`config.mk`:
```
export PLATFORM = sky130hd
export DESIGN_NAME = shutoff_latch
export DESIGN_NICKNAME = d
export VERILOG_FILES = /design/src/rtl/shutoff_latch_pkg.sv /design/src/rtl/shutoff_sync.sv /design/src/rtl/shutoff_datapath.sv /design/src/rtl/shutoff_ctrl.sv /design/src/rtl/shutoff_latch.sv
export SDC_FILE = /design/constraint.sdc
export NUM_CORES = 1
export LEC_CHECK = 0
export CORE_MARGIN = 2
export CORE_UTILIZATION = 43
export CTS_CLUSTER_DIAMETER = 60
export DETAILED_ROUTE_END_ITERATION = 7
export GPL_TIMING_DRIVEN = 0
export PLACE_DENSITY_LB_ADDON = 0.05
export SLEW_MARGIN = 25
export SYNTH_ARGS = -nofsm -noshare
export SYNTH_HDL_FRONTEND = slang
export SYNTH_SLANG_ARGS = --single-unit
```
`constraint.sdc`:
```
create_clock -name clk -period 1.59 [get_ports clk]
set_clock_uncertainty 0.05 [all_clocks]
set_input_delay 0.159 -clock clk [delete_from_list [all_inputs] [get_ports clk]]
set_output_delay 0.159 -clock clk [all_outputs]
set_load 0.03 [all_outputs]
```
`src/rtl/shutoff_latch_pkg.sv`:
```
package shutoff_latch_pkg;

  localparam int unsigned TMR_W   = 2;
  localparam int unsigned AUX_W   = 4;
  localparam int unsigned SEL_W   = 3;
  localparam int unsigned MODE_W  = 2;
  localparam int unsigned EDGE_W  = 2;

  typedef enum logic [MODE_W-1:0] {
    LATCH_OFF      = 2'd0,
    LATCH_STICKY   = 2'd1,
    LATCH_EDGE_REL = 2'd2,
    LATCH_FOLLOW   = 2'd3
  } latchMode_t;

  typedef enum logic [EDGE_W-1:0] {
    REL_OWN_FALL  = 2'd0,
    REL_OWN_RISE  = 2'd1,
    REL_PREV_FALL = 2'd2,
    REL_PREV_RISE = 2'd3
  } relEdge_t;

  // control -> datapath strobes
  typedef struct packed {
    logic setFlag;
    logic clrFlag;
  } flagCmd_t;

  // datapath -> control status
  typedef struct packed {
    logic srcActive;
    logic relEdge;
  } chanStat_t;

endpackage

```
`src/rtl/shutoff_sync.sv`:
```
module shutoff_sync #(
  parameter int unsigned WIDTH  = 1,
  parameter int unsigned STAGES = 2
) (
  input  logic             clk,
  input  logic             rstN,
  input  logic [WIDTH-1:0] d,
  output logic [WIDTH-1:0] q
);

  logic [STAGES-1:0][WIDTH-1:0] pipe;

  always_ff @(posedge clk or negedge rstN) begin
    if (!rstN) begin
      pipe <= '0;
    end else begin
      pipe[0] <= d;
      for (int s = 1; s < int'(STAGES); s++) begin
        pipe[s] <= pipe[s-1];
      end
    end
  end

  assign q = pipe[STAGES-1];

endmodule

```
`src/rtl/shutoff_datapath.sv`:
```
module shutoff_datapath
  import shutoff_latch_pkg::*;
#(
  parameter int unsigned NUM_CH      = 2,
  parameter int unsigned SYNC_STAGES = 2
) (
  input  logic                          clk,
  input  logic                          rstN,
  input  logic [TMR_W-1:0]              tmrIn,
  input  logic [AUX_W-1:0]              auxIn,
  input  logic [NUM_CH-1:0]             chanIn,
  input  logic [NUM_CH-1:0]             prevIn,
  input  logic [NUM_CH-1:0][SEL_W-1:0]  srcSel,
  input  logic [NUM_CH-1:0]             srcInv,
  input  logic [NUM_CH-1:0][EDGE_W-1:0] edgeSel,
  input  flagCmd_t [NUM_CH-1:0]         cmd,
  output chanStat_t [NUM_CH-1:0]        stat,
  output logic [NUM_CH-1:0]             flagQ
);

  localparam int unsigned RAW_W    = TMR_W + AUX_W + 2 * NUM_CH;
  localparam int unsigned AUX_LO   = TMR_W;
  localparam int unsigned CHAN_LO  = TMR_W + AUX_W;
  localparam int unsigned PREV_LO  = CHAN_LO + NUM_CH;

  logic [RAW_W-1:0]  rawBus;
  logic [RAW_W-1:0]  syncBus;
  logic [TMR_W-1:0]  tmrS;
  logic [AUX_W-1:0]  auxS;
  logic [NUM_CH-1:0] chanS;
  logic [NUM_CH-1:0] prevS;
  logic [NUM_CH-1:0] chanD;
  logic [NUM_CH-1:0] prevD;

  assign rawBus = {prevIn, chanIn, auxIn, tmrIn};

  shutoff_sync #(
    .WIDTH  (RAW_W),
    .STAGES (SYNC_STAGES)
  ) sync_i (
    .clk  (clk),
    .rstN (rstN),
    .d    (rawBus),
    .q    (syncBus)
  );

  assign tmrS  = syncBus[TMR_W-1:0];
  assign auxS  = syncBus[AUX_LO +: AUX_W];
  assign chanS = syncBus[CHAN_LO +: NUM_CH];
  assign prevS = syncBus[PREV_LO +: NUM_CH];

  // one-cycle history of synchronized edge inputs
  always_ff @(posedge clk or negedge rstN) begin
    if (!rstN) begin
      chanD <= '0;
      prevD <= '0;
    end else begin
      chanD <= chanS;
      prevD <= prevS;
    end
  end

  for (genvar g = 0; g < int'(NUM_CH); g++) begin : gChan
    logic srcRaw;
    logic relHit;
    logic flagR;

    // source mux: codes 2..5 map onto aux lines in a rotated order
    always_comb begin
      unique case (srcSel[g])
        3'd0:    srcRaw = tmrS[0];
        3'd1:    srcRaw = tmrS[1];
        3'd2:    srcRaw = auxS[2];
        3'd3:    srcRaw = auxS[3];
        3'd4:    srcRaw = auxS[0];
        3'd5:    srcRaw = auxS[1];
        3'd6:    srcRaw = 1'b0;
        default: srcRaw = 1'b1;
      endcase
    end

    always_comb begin
      unique case (relEdge_t'(edgeSel[g]))
        REL_OWN_FALL:  relHit = chanD[g] & ~chanS[g];
        REL_OWN_RISE:  relHit = ~chanD[g] & chanS[g];
        REL_PREV_FALL: relHit = prevD[g] & ~prevS[g];
        default:       relHit = ~prevD[g] & prevS[g];
      endcase
    end

    assign stat[g] = '{srcActive: srcRaw ^ srcInv[g], relEdge: relHit};

    // set has priority over clear
    always_ff @(posedge clk or negedge rstN) begin
      if (!rstN) begin
        flagR <= 1'b0;
      end else if (cmd[g].setFlag) begin
        flagR <= 1'b1;
      end else if (cmd[g].clrFlag) begin
        flagR <= 1'b0;
      end
    end

    assign flagQ[g] = flagR;
  end

endmodule

```
`src/rtl/shutoff_ctrl.sv`:
```
module shutoff_ctrl
  import shutoff_latch_pkg::*;
#(
  parameter int unsigned NUM_CH = 2
) (
  input  logic                          clk,
  input  logic                          rstN,
  input  logic [NUM_CH-1:0][MODE_W-1:0] mode,
  input  logic [NUM_CH-1:0]             swRst,
  input  logic                          swWe,
  input  chanStat_t [NUM_CH-1:0]        stat,
  input  logic [NUM_CH-1:0]             flagQ,
  output flagCmd_t [NUM_CH-1:0]         cmd
);

  for (genvar g = 0; g < int'(NUM_CH); g++) begin : gPol
    flagCmd_t c;
    logic     swClr;

    assign swClr = swRst[g] & swWe;

    always_comb begin
      c = '0;
      unique case (latchMode_t'(mode[g]))
        LATCH_OFF: begin
          c.setFlag = 1'b0;
          c.clrFlag = 1'b1;
        end
        LATCH_STICKY: begin
          c.setFlag = stat[g].srcActive;
          c.clrFlag = swClr;
        end
        LATCH_EDGE_REL: begin
          c.setFlag = stat[g].srcActive;
          c.clrFlag = stat[g].relEdge;
        end
        default: begin
          c.setFlag = stat[g].srcActive;
          c.clrFlag = ~stat[g].srcActive;
        end
      endcase
    end

    assign cmd[g] = c;

    // disabled policy drives the flag low
    a_r3_off_clears: assert property (@(posedge clk) disable iff (!rstN)
      (mode[g] == 2'd0) |=> !flagQ[g]);

    // sticky flag survives without a qualified clear
    a_r4_sticky_hold: assert property (@(posedge clk) disable iff (!rstN)
      (mode[g] == 2'd1 && flagQ[g] && !(swRst[g] && swWe)) |=> flagQ[g]);

    // qualified clear with inactive source releases
    a_r5_qualified_clear: assert property (@(posedge clk) disable iff (!rstN)
      (mode[g] == 2'd1 && swRst[g] && swWe && !stat[g].srcActive) |=> !flagQ[g]);

    // edge policy holds until the selected edge
    a_r6_edge_hold: assert property (@(posedge clk) disable iff (!rstN)
      (mode[g] == 2'd2 && flagQ[g] && !stat[g].relEdge) |=> flagQ[g]);

    // following policy tracks the source one edge later
    a_r8_follow: assert property (@(posedge clk) disable iff (!rstN)
      (mode[g] == 2'd3) |=> (flagQ[g] == $past(stat[g].srcActive)));

    // active source always wins in non-disabled policies
    a_r9_set_wins: assert property (@(posedge clk) disable iff (!rstN)
      (mode[g] != 2'd0 && stat[g].srcActive) |=> flagQ[g]);
  end

endmodule

```
`src/rtl/shutoff_latch.sv`:
```
module shutoff_latch
  import shutoff_latch_pkg::*;
#(
  parameter int unsigned NUM_CH      = 2,
  parameter int unsigned SYNC_STAGES = 2
) (
  input  logic                          clk,
  input  logic                          rstN,
  input  logic [TMR_W-1:0]              tmrIn,
  input  logic [AUX_W-1:0]              auxIn,
  input  logic [NUM_CH-1:0]             chanIn,
  input  logic [NUM_CH-1:0]             prevIn,
  input  logic [NUM_CH-1:0][SEL_W-1:0]  srcSel,
  input  logic [NUM_CH-1:0]             srcInv,
  input  logic [NUM_CH-1:0][MODE_W-1:0] mode,
  input  logic [NUM_CH-1:0][EDGE_W-1:0] edgeSel,
  input  logic [NUM_CH-1:0]             swRst,
  input  logic                          swWe,
  output logic [NUM_CH-1:0]             shutFlag
);

  flagCmd_t  [NUM_CH-1:0] cmd;
  chanStat_t [NUM_CH-1:0] stat;
  logic      [NUM_CH-1:0] flagQ;

  shutoff_datapath #(
    .NUM_CH      (NUM_CH),
    .SYNC_STAGES (SYNC_STAGES)
  ) dp_i (
    .clk     (clk),
    .rstN    (rstN),
    .tmrIn   (tmrIn),
    .auxIn   (auxIn),
    .chanIn  (chanIn),
    .prevIn  (prevIn),
    .srcSel  (srcSel),
    .srcInv  (srcInv),
    .edgeSel (edgeSel),
    .cmd     (cmd),
    .stat    (stat),
    .flagQ   (flagQ)
  );

  shutoff_ctrl #(
    .NUM_CH (NUM_CH)
  ) ctrl_i (
    .clk   (clk),
    .rstN  (rstN),
    .mode  (mode),
    .swRst (swRst),
    .swWe  (swWe),
    .stat  (stat),
    .flagQ (flagQ),
    .cmd   (cmd)
  );

  assign shutFlag = flagQ;

endmodule

```
==> flow_summary.yaml <==
outcome:
  outcome: "finished, final reports clean"
synthesis:
  yosysSeqAreaShare_pct: 68.6
  yosysTopAreaCell: "dfrtp_1"
  synth_seq_cells: 26
  synthArstFlopShare_pct: 100
  synth_ff_type: "dfrtp_1"
  synth_top_area_share_pct: 68.6
  synthTopCellsByArea: "dfrtp_1 (69%), mux2i_1 (4.2%), nand2b_1 (2.6%)"
  synth_edf_count: 0
  synth_cell_types: 23
  syn_area_per_cell_sq_um: 13.7
  synth_area_sq_um: 948
  syn-num-nets: 100
  yosysWarnings: 0
  postSynthCellCount: 69
timing:
  fmax_mhz: 693
  rsz0062_at_grt: "false"
  tightest_slew_ps: 546
  layout_min_cycle_time_ps: 1440
  fin_crit_sh_pct: 90.8
  relSlewSlack_pct: 63.6
  finalHoldViolCount: 0
  setup_viol: 0
  slew_viol_final: 0
critical_path:
  path_delay_family: "buffers and inverters"
  crit_buf_inv: 1
  max_stage_delay_ps: 490
  reg2reg_from: "dp_i.sync_i.q[3]"
  critPathRequiredTime_ps: 1750
  endpoint_kind: "flip-flop"
  start_kind: "primary input"
  critPathArrivalTime_ps: 1610
  worstPathCellList: "clkdlybuf4s50_1 -> nand2b_1 -> mux4_2 -> xnor2_1 -> o22ai_1 -> nand2_1"
  worstSetupPathType: "primary input to flip-flop"
  cpMaxStageDelayCell: "clkdlybuf4s50_1"
  crit_path_max_fanout: 4
  worstSetupStartpoint: "srcSel[2]"
route:
  vias: 666
  drt_iter0_drc: 4
  first_pass_iters: 3
  wl_microns: 1610
  drt-wirelength-per-cell_microns: 12.0
  detail-route-antenna-nets: 0
  avgViaCountPerCell: 4.97
  drc: 0
clock_tree:
  numClockSinks: 26
  ctsLongestPathBuffers: 2
  cts_inserted_buffers: 3
  cts_tree: "done"
  postCtsSetupBuffers: 0
  clk_latency_ps: 310
  htree_levels: 1
  clock-root-buffer: "clkbuf_4"
  clkTransAtPathRegs_ps: 130
power:
  p_seq_share_pct: 58.2
  ir_drop_uv: 671
  p_leak_uw: 0.000576
  clkPwrFrac_pct: 25.6
  pwr_density_cell_nw_per_um2: 923
  p_int_uw: 962
  swShare_pct: 22.4
  pwr-share-comb_pct: 16.2
  power_uw: 1240
  p_switching_uw: 278
floorplanning:
  placementRows: 17
  fp.coreArea_sq_um: 2150
  die_area_sq_um: 2600
  die_x_microns: 51.0
  start_util_pct: 44.1
  num_io_pins: 33
  die-height_microns: 51.0
grt:
  grt_pass1_wl_microns: 2790
  grt_max_degree: 27
  grt_use_total_pct: 14.8
  grt.overflow.total: 0
  antenna_found_initial: 0
  grt_pass1_vias: 693
layout:
  area_growth_pct: 41.6
  final_nets: 138
  insertedDiodeCount: 0
  fin_cells: 134
  n_fill_cell: 177
  final-seq-area_sq_um: 651
  multi_input_comb_area_sq_um: 272
  drive_gt1_share_pct: 8.49
placed_design:
  dp_hpwl_microns: 1250
  port_buffers: 32
  gp_congestion: 0.672
  dp_cells: 129
hold_path:
  hp-class: "primary input to flip-flop"
  holdCritStartpoint: "tmrIn[1]"
flow_run:
  max_cap_viol_count: 0
-- layout make-up --
class,instances,share of cell area [%]
buffer,2,1.12
clock buffer,4,2.70
inverter,3,0.839
multi-input combinational,38,20.2
sequential,26,48.5
tap,28,2.61
timing repair buffer,33,24.0
-- kinds of logic after synthesis --
group                  synth area share (%)
AND/OR/NAND/NOR                        11.2
XOR/XNOR                              0.924
buffers and inverters                  2.77
flip-flops                             68.6
multiplexers                           6.60
AO/OA/AOI/OAI                          9.89
-- metal layers --
layer | track usage, % | share of wire, %
met1 | 15.7 | 39
met5 | 0 | 0
met2 | 27.1 | 53
met3 | 2.34 | 5.9
met4 | 9.46 | 2.2
-- cell usage after synthesis, drive strengths merged (2+ instances only) --
cell    instances
nand2b          4
nor2b           2
dfrtp          26
nand2           6
buf             2
a221o           2
o21ai           2
o221ai          2
inv             3
nor2            4
a31oi           2
mux2i           4
-- timing repair --
item | in CTS | in global routing
hold buffers | 1 | 0
endpoints found under the hold margin | 26 | 0
gates resized for setup | 2 | 0
endpoints found under the setup margin | 2 | 0
-- path summary, 6_finish.rpt --
| kind | slack [ps] | end | cells past startpoint |
|---|---|---|---|
| worst min register to register | 310 | dp_i.sync_i.q[3] | 0 |
| worst max-delay path | 150 | dp_i.gChan[0].flagR | 6 |
| worst max register to register | 200 | dp_i.gChan[0].flagR | 5 |
| min in group asynchronous | 310 | dp_i.gChan[1].flagR | 2 |
| worst min-delay path | 220 | dp_i.sync_i.pipe[1] | 1 |
| max in group asynchronous | 820 | dp_i.sync_i.q[5] | 2 |
-- state kept, by name, summed over array words and instances, names as in the netlist --
register	flops
dp_i.chanD	2
dp_i.sync_i.pipe	10
dp_i.prevD	2
dp_i.gChan.flagR	2
dp_i.sync_i.q	10
-- layout by cell type, fill, tap and decap left out, types with 2 or more instances in the layout --
| cell type | n |
|---|---|
| a221o_1 | 2 |
| a31oi_1 | 2 |
| buf_4 | 2 |
| clkbuf_4 | 3 |
| clkdlybuf4s50_1 | 29 |
| dfrtp_1 | 26 |
| dlygate4sd2_1 | 2 |
| inv_1 | 3 |
| mux2i_1 | 4 |
| nand2_1 | 6 |
| nand2b_1 | 4 |
| nor2_1 | 4 |
| nor2b_1 | 2 |
| o221ai_1 | 2 |
-- power groups by stage --
stage / Sequential [uW] / Combinational [uW] / Clock [uW]
final: 721 / 201 / 317
after global routing: 728 / 220 / 355
after CTS: 722 / 204 / 331
after detailed placement: 735 / 208 / 0
after global placement: 732 / 204 / 0
after floorplan: 729 / 89.1 / 0
-- stage by stage --
stage | worst slack (ps) | hold WS (ps) | util [%] | instance area (sq um) | setup TNS, ps
2_1_floorplan | 302 | -187 | - | 948 | 0
3_3_place_gp | -167 | 282 | 60.7 | 1300 | -290
3_5_place_dp | -198 | 126 | 60.5 | 1300 | -378
4_1_cts | 146 | 206 | 62.5 | 1340 | 0
5_1_grt | 88.8 | 197 | 62.5 | 1340 | 0
6_report | 146 | 217 | 62.5 | 1340 | 0
Note: power is estimated with default switching activity, not from simulation.
